<file path="config.mk">
export PLATFORM = sky130hd
export DESIGN_NAME = hash_msg_padder
export DESIGN_NICKNAME = d
export VERILOG_FILES = /design/src/rtl/hpad_pkg.sv /design/src/rtl/hpad_packer.sv /design/src/rtl/hpad_counter.sv /design/src/rtl/hpad_ctrl.sv /design/src/rtl/hpad_outreg.sv /design/src/rtl/hash_msg_padder.sv
export SDC_FILE = /design/constraint.sdc
export NUM_CORES = 1
export LEC_CHECK = 0
export ABC_AREA = 1
export BUFFER_PORTS_ARGS = -buffer_cell sky130_fd_sc_hd__buf_2
export CAP_MARGIN = 20
export CORE_AREA = 2 2 139 154
export DETAILED_ROUTE_END_ITERATION = 7
export DIE_AREA = 0 0 141 156
export PLACE_DENSITY_LB_ADDON = 0.25
export SYNTH_ARGS = -nofsm -noshare
export SYNTH_HDL_FRONTEND = slang
export SYNTH_SLANG_ARGS = --single-unit
export TNS_END_PERCENT = 1
</file>
<file path="constraint.sdc">
create_clock -name clk -period 2.29 [get_ports clk]
set_clock_uncertainty 0.2 [all_clocks]
set_input_delay 0.1145 -clock clk [delete_from_list [all_inputs] [get_ports clk]]
set_output_delay 0.1145 -clock clk [all_outputs]
set_load 0.005 [all_outputs]
</file>
<file path="src/rtl/hpad_pkg.sv">
// Shared types and constants of the message padder.
// Assumes 32-bit output words and 64-byte hash blocks.
package hpad_pkg;

    typedef enum logic [2:0] {
        ST_DATA = 3'd0,
        ST_TERM = 3'd1,
        ST_ZERO = 3'd2,
        ST_LEN0 = 3'd3,
        ST_LEN1 = 3'd4
    } hpad_state_e;

    localparam int HP_BLOCK_WORDS = 16;
    localparam int HP_LEN_POS     = 14;

    // Reverse the byte lanes of a 32-bit word.
    function automatic logic [31:0] hp_bswap32(input logic [31:0] w);
        return {w[7:0], w[15:8], w[23:16], w[31:24]};
    endfunction

endpackage

</file>
<file path="src/rtl/hpad_packer.sv">
// Byte-to-word assembler. It collects bytes little-endian into one word,
// signals the cycle in which a word completes, and forms the terminated
// partial word (unused lanes zero, 0x80 in the first free lane).
// Assumes take is only asserted when the completed word can be accepted.
module hpad_packer #(
    parameter int BYTES = 4
) (
    input  logic                 clk,
    input  logic                 rst_n,
    input  logic                 take,
    input  logic [7:0]           din,
    input  logic                 clear,
    output logic                 full,
    output logic [8*BYTES-1:0]   full_word,
    output logic [8*BYTES-1:0]   term_word
);
    localparam int NB_W = $clog2(BYTES);
    localparam int W    = 8 * BYTES;

    logic [W-1:0]    acc;
    logic [NB_W-1:0] nb;

    assign full = take && (nb == NB_W'(BYTES - 1));

    // Per-lane merge of the new byte and the terminator pattern.
    generate
        for (genvar b = 0; b < BYTES; b++) begin : g_lane
            assign full_word[8*b +: 8] = (nb == NB_W'(b)) ? din : acc[8*b +: 8];
            assign term_word[8*b +: 8] = (NB_W'(b) < nb)  ? acc[8*b +: 8] :
                                         (nb == NB_W'(b)) ? 8'h80 : 8'h00;
        end
    endgenerate

    // Accumulate bytes; empty the word on completion or clear.
    always_ff @(posedge clk) begin
        if (!rst_n) begin
            acc <= '0;
            nb  <= '0;
        end else if (clear) begin
            acc <= '0;
            nb  <= '0;
        end else if (take) begin
            if (full) begin
                acc <= '0;
                nb  <= '0;
            end else begin
                acc[8*nb +: 8] <= din;
                nb             <= nb + 1'b1;
            end
        end
    end

endmodule

</file>
<file path="src/rtl/hpad_counter.sv">
// Message byte counter and word position within the current block.
// Assumes a loaded value is a multiple of the block size; the word
// position is taken from its word-index bits anyway.
module hpad_counter #(
    parameter int CNT_W = 61,
    parameter int POS_W = 4
) (
    input  logic             clk,
    input  logic             rst_n,
    input  logic             load,
    input  logic [CNT_W-1:0] load_val,
    input  logic             clear,
    input  logic             inc_byte,
    input  logic             inc_word,
    output logic [CNT_W-1:0] cnt,
    output logic [POS_W-1:0] wpos
);
    // Byte count: clear beats load beats increment.
    always_ff @(posedge clk) begin
        if (!rst_n)        cnt <= '0;
        else if (clear)    cnt <= '0;
        else if (load)     cnt <= load_val;
        else if (inc_byte) cnt <= cnt + 1'b1;
    end

    // Word position inside the 64-byte block, wrapping naturally.
    always_ff @(posedge clk) begin
        if (!rst_n)        wpos <= '0;
        else if (clear)    wpos <= '0;
        else if (load)     wpos <= load_val[POS_W+1:2];
        else if (inc_word) wpos <= wpos + 1'b1;
    end

endmodule

</file>
<file path="src/rtl/hpad_ctrl.sv">
// Padding sequencer. After the end of a message it walks through the
// terminator word, the zero fill and the two length words, advancing
// one step each time the output slot is free.
// Assumes wpos is the block position of the next word to be issued.
module hpad_ctrl
    import hpad_pkg::*;
#(
    parameter int POS_W = 4
) (
    input  logic             clk,
    input  logic             rst_n,
    input  logic             end_acc,
    input  logic             slot,
    input  logic [POS_W-1:0] wpos,
    output hpad_state_e      st,
    output logic             pad_emit,
    output logic             term_go,
    output logic             done
);
    hpad_state_e      nxt;
    logic [POS_W-1:0] wnext;
    logic             to_len;

    assign wnext  = wpos + 1'b1;
    assign to_len = (wnext == POS_W'(HP_LEN_POS));

    // Next-state selection.
    always_comb begin
        nxt = st;
        unique case (st)
            ST_DATA: if (end_acc) nxt = ST_TERM;
            ST_TERM,
            ST_ZERO: if (slot)    nxt = to_len ? ST_LEN0 : ST_ZERO;
            ST_LEN0: if (slot)    nxt = ST_LEN1;
            ST_LEN1: if (slot)    nxt = ST_DATA;
            default:              nxt = ST_DATA;
        endcase
    end

    // State register.
    always_ff @(posedge clk) begin
        if (!rst_n) st <= ST_DATA;
        else        st <= nxt;
    end

    assign pad_emit = (st != ST_DATA) && slot;
    assign term_go  = (st == ST_TERM) && slot;
    assign done     = (st == ST_LEN1) && slot;

endmodule

</file>
<file path="src/rtl/hpad_outreg.sv">
// Single-entry output holding register for a valid/ready word stream.
// Assumes load is only asserted when the register is empty or draining.
module hpad_outreg #(
    parameter int W = 32
) (
    input  logic         clk,
    input  logic         rst_n,
    input  logic         load,
    input  logic [W-1:0] din,
    input  logic         din_last,
    input  logic         out_ready,
    output logic         out_valid,
    output logic [W-1:0] out_word,
    output logic         out_last
);
    // Capture a new word, or drop the current one once taken.
    always_ff @(posedge clk) begin
        if (!rst_n) begin
            out_valid <= 1'b0;
            out_word  <= '0;
            out_last  <= 1'b0;
        end else if (load) begin
            out_valid <= 1'b1;
            out_word  <= din;
            out_last  <= din_last;
        end else if (out_ready) begin
            out_valid <= 1'b0;
        end
    end

endmodule

</file>
<file path="src/rtl/hash_msg_padder.sv">
// MD5 / SHA-1 message padder. Packs message bytes into 32-bit words and,
// at the end of the message, appends terminator, zero fill and the 64-bit
// bit length in the byte order of the selected digest.
// Assumes load_count is a multiple of 64 and CNT_W + 3 <= 64.
module hash_msg_padder
    import hpad_pkg::*;
#(
    parameter int CNT_W = 61
) (
    input  logic             clk,
    input  logic             rst_n,
    input  logic             mode_sha,
    input  logic             load_en,
    input  logic [CNT_W-1:0] load_count,
    input  logic             in_valid,
    input  logic [7:0]       in_byte,
    input  logic             in_last,
    output logic             in_ready,
    output logic             out_valid,
    output logic [31:0]      out_word,
    output logic             out_last,
    input  logic             out_ready
);
    localparam int POS_W = $clog2(HP_BLOCK_WORDS);

    hpad_state_e      st;
    logic             slot, in_data, take, end_acc, load_ok;
    logic             full, pad_emit, term_go, done;
    logic             mode_q, ol_load, ol_last;
    logic [31:0]      full_word, term_word, ol_word;
    logic [31:0]      len_w0, len_w1;
    logic [63:0]      bits;
    logic [CNT_W-1:0] cnt;
    logic [POS_W-1:0] wpos;

    assign slot     = !out_valid || out_ready;
    assign in_data  = (st == ST_DATA);
    assign in_ready = in_data && slot && !load_en;
    assign take     = in_valid && in_ready;
    assign end_acc  = in_last && in_ready;
    assign load_ok  = load_en && in_data;

    hpad_packer #(.BYTES(4)) u_pack (
        .clk       (clk),
        .rst_n     (rst_n),
        .take      (take),
        .din       (in_byte),
        .clear     (load_ok || term_go),
        .full      (full),
        .full_word (full_word),
        .term_word (term_word)
    );

    hpad_counter #(.CNT_W(CNT_W), .POS_W(POS_W)) u_cnt (
        .clk      (clk),
        .rst_n    (rst_n),
        .load     (load_ok),
        .load_val (load_count),
        .clear    (done),
        .inc_byte (take),
        .inc_word (ol_load),
        .cnt      (cnt),
        .wpos     (wpos)
    );

    hpad_ctrl #(.POS_W(POS_W)) u_ctrl (
        .clk      (clk),
        .rst_n    (rst_n),
        .end_acc  (end_acc),
        .slot     (slot),
        .wpos     (wpos),
        .st       (st),
        .pad_emit (pad_emit),
        .term_go  (term_go),
        .done     (done)
    );

    // Digest mode is frozen when the end of the message is accepted.
    always_ff @(posedge clk) begin
        if (!rst_n)       mode_q <= 1'b0;
        else if (end_acc) mode_q <= mode_sha;
    end

    // Bit length and its two words in the order of the chosen digest.
    always_comb begin
        bits = 64'(cnt) << 3;
        if (mode_q) begin
            len_w0 = hp_bswap32(bits[63:32]);
            len_w1 = hp_bswap32(bits[31:0]);
        end else begin
            len_w0 = bits[31:0];
            len_w1 = bits[63:32];
        end
    end

    // Select the word offered to the output register.
    always_comb begin
        unique case (st)
            ST_DATA: ol_word = full_word;
            ST_TERM: ol_word = term_word;
            ST_LEN0: ol_word = len_w0;
            ST_LEN1: ol_word = len_w1;
            default: ol_word = '0;
        endcase
    end

    assign ol_load = (in_data && full) || pad_emit;
    assign ol_last = (st == ST_LEN1);

    hpad_outreg #(.W(32)) u_out (
        .clk       (clk),
        .rst_n     (rst_n),
        .load      (ol_load),
        .din       (ol_word),
        .din_last  (ol_last),
        .out_ready (out_ready),
        .out_valid (out_valid),
        .out_word  (out_word),
        .out_last  (out_last)
    );

endmodule

</file>
After elaboration in Yosys (flattened, before gate mapping)
Cells that the tools add are included.
W data, S select, Z words.
- register bits after elaboration: 137
- input bits: 76
- output and inout bits: 35
- word-level logic and storage cells: 87
- add/sub/neg operators: 4
- magnitude comparators: 4
- eq/ne operators: 12
- shift-type cells: 2
- muxes and demuxes: 30
- bitwise gates (word level): 1
- reductions and logical operators: 25
- operators by type and width (kind ; count):
    $pmux W32 S4 ; 1
    $mux W61 ; 2
    $mux W32 ; 3
    $mux W8 ; 12
    $add A61 B1 Y61 const B ; 1
    $neg A5 Y34 ; 1
    $shift A8 B34 Y32 const A ; 1
    $shiftx A8 B34 Y32 ; 1
    $bwmux W32 ; 1
    $mux W3 ; 4
    $pmux W3 S4 ; 1
    $logic_and A1 B1 Y1 ; 10
    $mux W4 ; 2
    $eq A3 B2 Y1 const B ; 2
    $ne A2 B2 Y1 const B ; 3
    $reduce_bool A2 Y1 ; 3
    $reduce_or A2 Y1 ; 3
    $add A4 B1 Y4 const B ; 1
    $eq A2 B2 Y1 const B ; 2
    $eq A4 B4 Y1 const B ; 1
    $lt A1 B2 Y1 const A ; 2
    $lt A2 B2 Y1 const A ; 2
    $reduce_and A4 Y1 ; 1
    $eq A3 B1 Y1 const B ; 1
    other kinds (12) ; 17

Logic depth before layout (Yosys ltp)
- depth in word-level cells: 10
- gate-level depth with buffers: 12
- depth with buffers taken out: 12

Modules after synthesis
A second synthesis with hierarchy kept.
- cell total of the unflattened synthesis: 1599
- area total of the unflattened synthesis: 9749.4 um^2
- modules (own cells, without submodules) (module ; times used ; cells an instance ; area each (um^2) ; sequential area each (um^2)):
    hpad_counter ; 1 ; 723 ; 4774.6 ; 1301.2
    hpad_packer ; 1 ; 322 ; 1994.4 ; 680.7
    hash_msg_padder ; 1 ; 368 ; 1576.5 ; 20.0
    hpad_outreg ; 1 ; 147 ; 1181.1 ; 680.7
    hpad_ctrl ; 1 ; 39 ; 222.7 ; 60.1

Least setup slack after synthesis
Ideal clock, no wire load.
- path type: reg2reg
- from: register u_pack.nb[0]
- to: register u_out.out_word[22]
- setup time: 0.128 ns
- data arrival time: 1.715 ns
- required time: 1.962 ns
- path slack: 0.248 ns
- cell stages (with the launch flop): 13
- buffers on the path: 2
- clock period less this slack: 2.042 ns
- cell sequence: dfxtp_1 clkbuf_1 inv_1 ha_1 clkbuf_1 nand2_1 o21ai_0 nand2_1 o21ai_0 a21oi_1 nand3_1 o21ai_0 nor2_1
- cells in the longest elaborated chain, start to end: 4
- elaborated cells between the ends (all ways): 9
- classes of those cells: order compare: 1; eq/ne: 2; mux: 3; reduce/logical: 3
- RTL lines (what ; RTL line ; source):
    from (decl) ; hpad_packer.sv:21 ; logic [NB_W-1:0] nb;
    from (signal assigned) ; hpad_packer.sv:48 ; nb <= nb + 1'b1;
    branches (longest 4 deep; another with $lt A2 B2 Y1) ; n/a ;
    to (signal assigned) ; hpad_outreg.sv:24 ; out_word <= din;
    to (decl) ; hpad_outreg.sv:13 ; output logic [W-1:0] out_word,
Several ways; the timed one is not identified.
A chain may end at the register's enable or synchronous reset.

Final worst setup path
- from: register u_cnt.cnt[10]
- to: register u_cnt.cnt[52]
- cells in the longest elaborated chain, start to end: 3
- RTL lines (what ; RTL line ; source):
    from (decl) ; hpad_counter.sv:15 ; output logic [CNT_W-1:0] cnt,
    from (signal assigned) ; hpad_counter.sv:22 ; else if (load) cnt <= load_val;
    from (signal assigned) ; hpad_counter.sv:23 ; else if (inc_byte) cnt <= cnt + 1'b1;
    $add A61 B1 Y61 ; hpad_counter.sv:23 ;
    $mux W61 ; hpad_counter.sv:23 ;
    $mux W61 ; hpad_counter.sv:22 ;
No other way between the ends. The select of a mux whose other input is x is not followed.

==> results.yml <==
outcome:
  status: "finished, final reports clean"
yosys:
  synth_edf_count: 0
  async_reset_ff_share_pct: 0
  synthFlopType: "dfxtp_1"
  syn_avg_cell_area_um2: 5.94
  ys_types: 42
  ys_warn_count: 0
  synth-seq-cells: 137
  synth_seq_area_share_pct: 28.9
  synthCells: 1594
  synth_area_um2: 9480
  syn_nets: 1679
worst_setup_path:
  worst-r2r-cell-count: 9
  reg2reg_to: "u_cnt.cnt[52]"
  cp-start-kind: "flip-flop"
  worstPathArrival_ps: 2260
  timing_worst_setup_path_type: "reg2reg"
  crit_required_ps: 2380
  crit_fanout: 7
  rr_startpoint: "u_cnt.cnt[10]"
  setup.worst_path.end_class: "flip-flop"
  ff2ff_setup_slack_ps: 120
detailed_routing:
  wl_mm: 40.6
  antenna_left: 0
  viasPerCell: 5.71
  wire_per_inst_um: 19.6
  drt-initial-drc-count: 1218
  route.detailed.drc: 0
  dr.pass1.iters: 8
  vias: 11827
finish:
  mostFrequentLayoutCells: "nand2_1 (411), nor2_1 (240), inv_1 (156)"
  syn2layout_area_growth_pct: 27.7
  diodes: 0
  mostFrequentLayoutCell: "nand2_1"
  nets: 1888
  drive_above_1_share_pct: 14.7
  stdcell_count: 2071
placed_design:
  dp.cells: 1962
  port_buffers: 110
  place_hpwl_mm: 30.9
  routabilityCongestion: 0.999
die:
  pin_count: 111
  start_util_pct: 46.4
  die_area_um2: 22000
  core_um2: 20400
  num_rows: 55
  die_x_um: 141
  die_h_um: 156
hold_path:
  hold_end: "u_ctrl.st[2]"
  hp-class: "in2reg"
  worstHoldStart: "load_en"
  whs_path_depth: 5
clock_network:
  cts_inserted_buffers: 17
  clkTransAtPathRegs_ps: 70
  h-tree-depth: 4
  clockBufferDepth: 2
  clock_latency_ps: 430
  root_buffer: "clkbuf_16"
  clkSinkCount: 137
  cts_tree: "built"
global_routing:
  grt_pass1_wl_mm: 61.3
  grt_pass1_vias: 10835
  grt_start_max_net_pins: 52
  overflow: 0
  track_usage_pct: 36.5
  antenna_found_initial: 1
sta:
  post-route-period-util_pct: 94.8
  report.final.slew_viol_count: 0
  hold_viol_final: 0
  rsz0062_at_grt: "yes"
  setup_viol: 0
  min_period_ps: 2170
  slew_headroom_pct: 67.7
  worst_slew_pin_slew_ps: 485
  max_freq_mhz: 460
job:
  drv_cap: 0
power:
  leakagePower_nw: 4.90
  total_power_mw: 13.0
  ir_worst_vdd_mv: 0.754
  power_density_nw_per_um2: 1070
sequential cells by signal, indices dropped and copies added (netlist names):
register         flops
mode_q               1
u_cnt.cnt           61
u_cnt.wpos           4
u_ctrl.st            3
u_out.out_last       1
u_out.out_valid      1
u_out.out_word      32
u_pack.acc          32
u_pack.nb            2
cell type report:
cell class              count  area (um^2)
clock inverters            13          170
fillers                  2024         8340
inverters                 165          621
well taps                 256          320
clock buffers              18          429
flip-flops and latches    137         2750
multi-input cells        1216         5810
repair buffers            266         2010
stage by stage:
stage / hold WS [ps] / utilization, % / setup slack, ps / area [um^2] / TNS (ps)
global route: 77.3 / 59.2 / -63.3 / 12100 / -199
global placement: 195 / 52.2 / 97.6 / 10700 / 0
CTS: 31.3 / 58.9 / 25.4 / 12000 / 0
floorplan: 52.8 / - / 248 / 9480 / 0
finish: 43.2 / 59.2 / 118 / 12100 / 0
detailed placement: 190 / 52.2 / 70.7 / 10700 / 0
how the worst max path moves through the flow:
stage	to	slack (ps)	startpoint	depth (start not counted)
3_3_place_gp	u_cnt.cnt[39]	100	u_cnt.cnt[15]	9
5_1_grt	u_cnt.cnt[38]	-60	u_cnt.cnt[10]	11
2_1_floorplan	u_out.out_word[22]	250	u_pack.nb[0]	12
6_report	u_cnt.cnt[52]	120	u_cnt.cnt[10]	9
3_5_place_dp	u_cnt.cnt[39]	70	u_cnt.cnt[15]	9
4_1_cts	u_cnt.cnt[39]	30	u_cnt.cnt[15]	9
Yosys cell counts (5+ instances only):
cell type	count	share of area (%)
nand2_1	412	16
nor2_1	247	9.8
inv_1	156	6.2
dfxtp_1	137	29
o21ai_0	127	6.7
a21oi_1	100	5.3
nand3_1	98	5.2
nand4_1	45	3.0
clkbuf_1	44	1.7
o22ai_1	42	2.8
a31oi_1	29	1.9
buf_2	19	1.0
nor3_1	18	0.95
o211ai_1	18	1.4
a211oi_1	11	0.87
ha_1	9	1.2
inv_2	7	0.28
o21ai_1	7	0.37
buf_4	6	0.48
nor2_2	6	0.40
a22oi_1	5	0.40
nand2_2	5	0.33
nor4_1	5	0.33
xor2_1	5	0.46
power by group:
group | total [mW] | switching, mW | internal, mW
sequential | 3.76 | 0.749 | 3.01
combinational | 6.25 | 4.08 | 2.17
clock | 2.94 | 1.22 | 1.72
layer usage:
| layer | part of all wire, % | vias up | track usage (%) | routed length (um) |
|---|---|---|---|---|
| met5 | 0 | - | 0 | 0 |
| met4 | 5.6 | 0 | 17.6 | 2260 |
| met3 | 8.0 | 116 | 6.08 | 3230 |
| met2 | 47 | 590 | 62.7 | 19000 |
| met1 | 40 | 5418 | 44.4 | 16100 |
| li1 | - | 5703 | - | - |
worst max-delay path, stage by stage (launching register included):
cell     delay [ps]
dfxtp_1         490
nand2_1         190
nor2_2          210
nand2_1         160
nor2_4          240
nand2_1         160
o21ai_0         190
nand3_1          90
nand2_1          60
a21oi_1          60
cells by family (layout without fill, tap and decap cells):
| kind of cell | count (synthesis) | count (layout) | share of synthesized area [%] |
|---|---|---|---|
| adders and majority gates | 9 | 9 | 1.19 |
| AOI/OAI and AO/OA | 350 | 350 | 20.9 |
| xor gates and xnor gates | 7 | 7 | 0.647 |
| DFF | 137 | 137 | 28.9 |
| and+or+nand+nor | 850 | 850 | 38.1 |
| buffers and inverters | 241 | 462 | 10.3 |
timing repair:
action / CTS / global route
setup endpoints to repair: 0 / 46
buffers inserted: 0 / 3
resized for setup: 0 / 20
hold buffers: 75 / 0
endpoints found under the hold margin: 100 / 0
No activity file was read; power rests on OpenSTA's default activity.
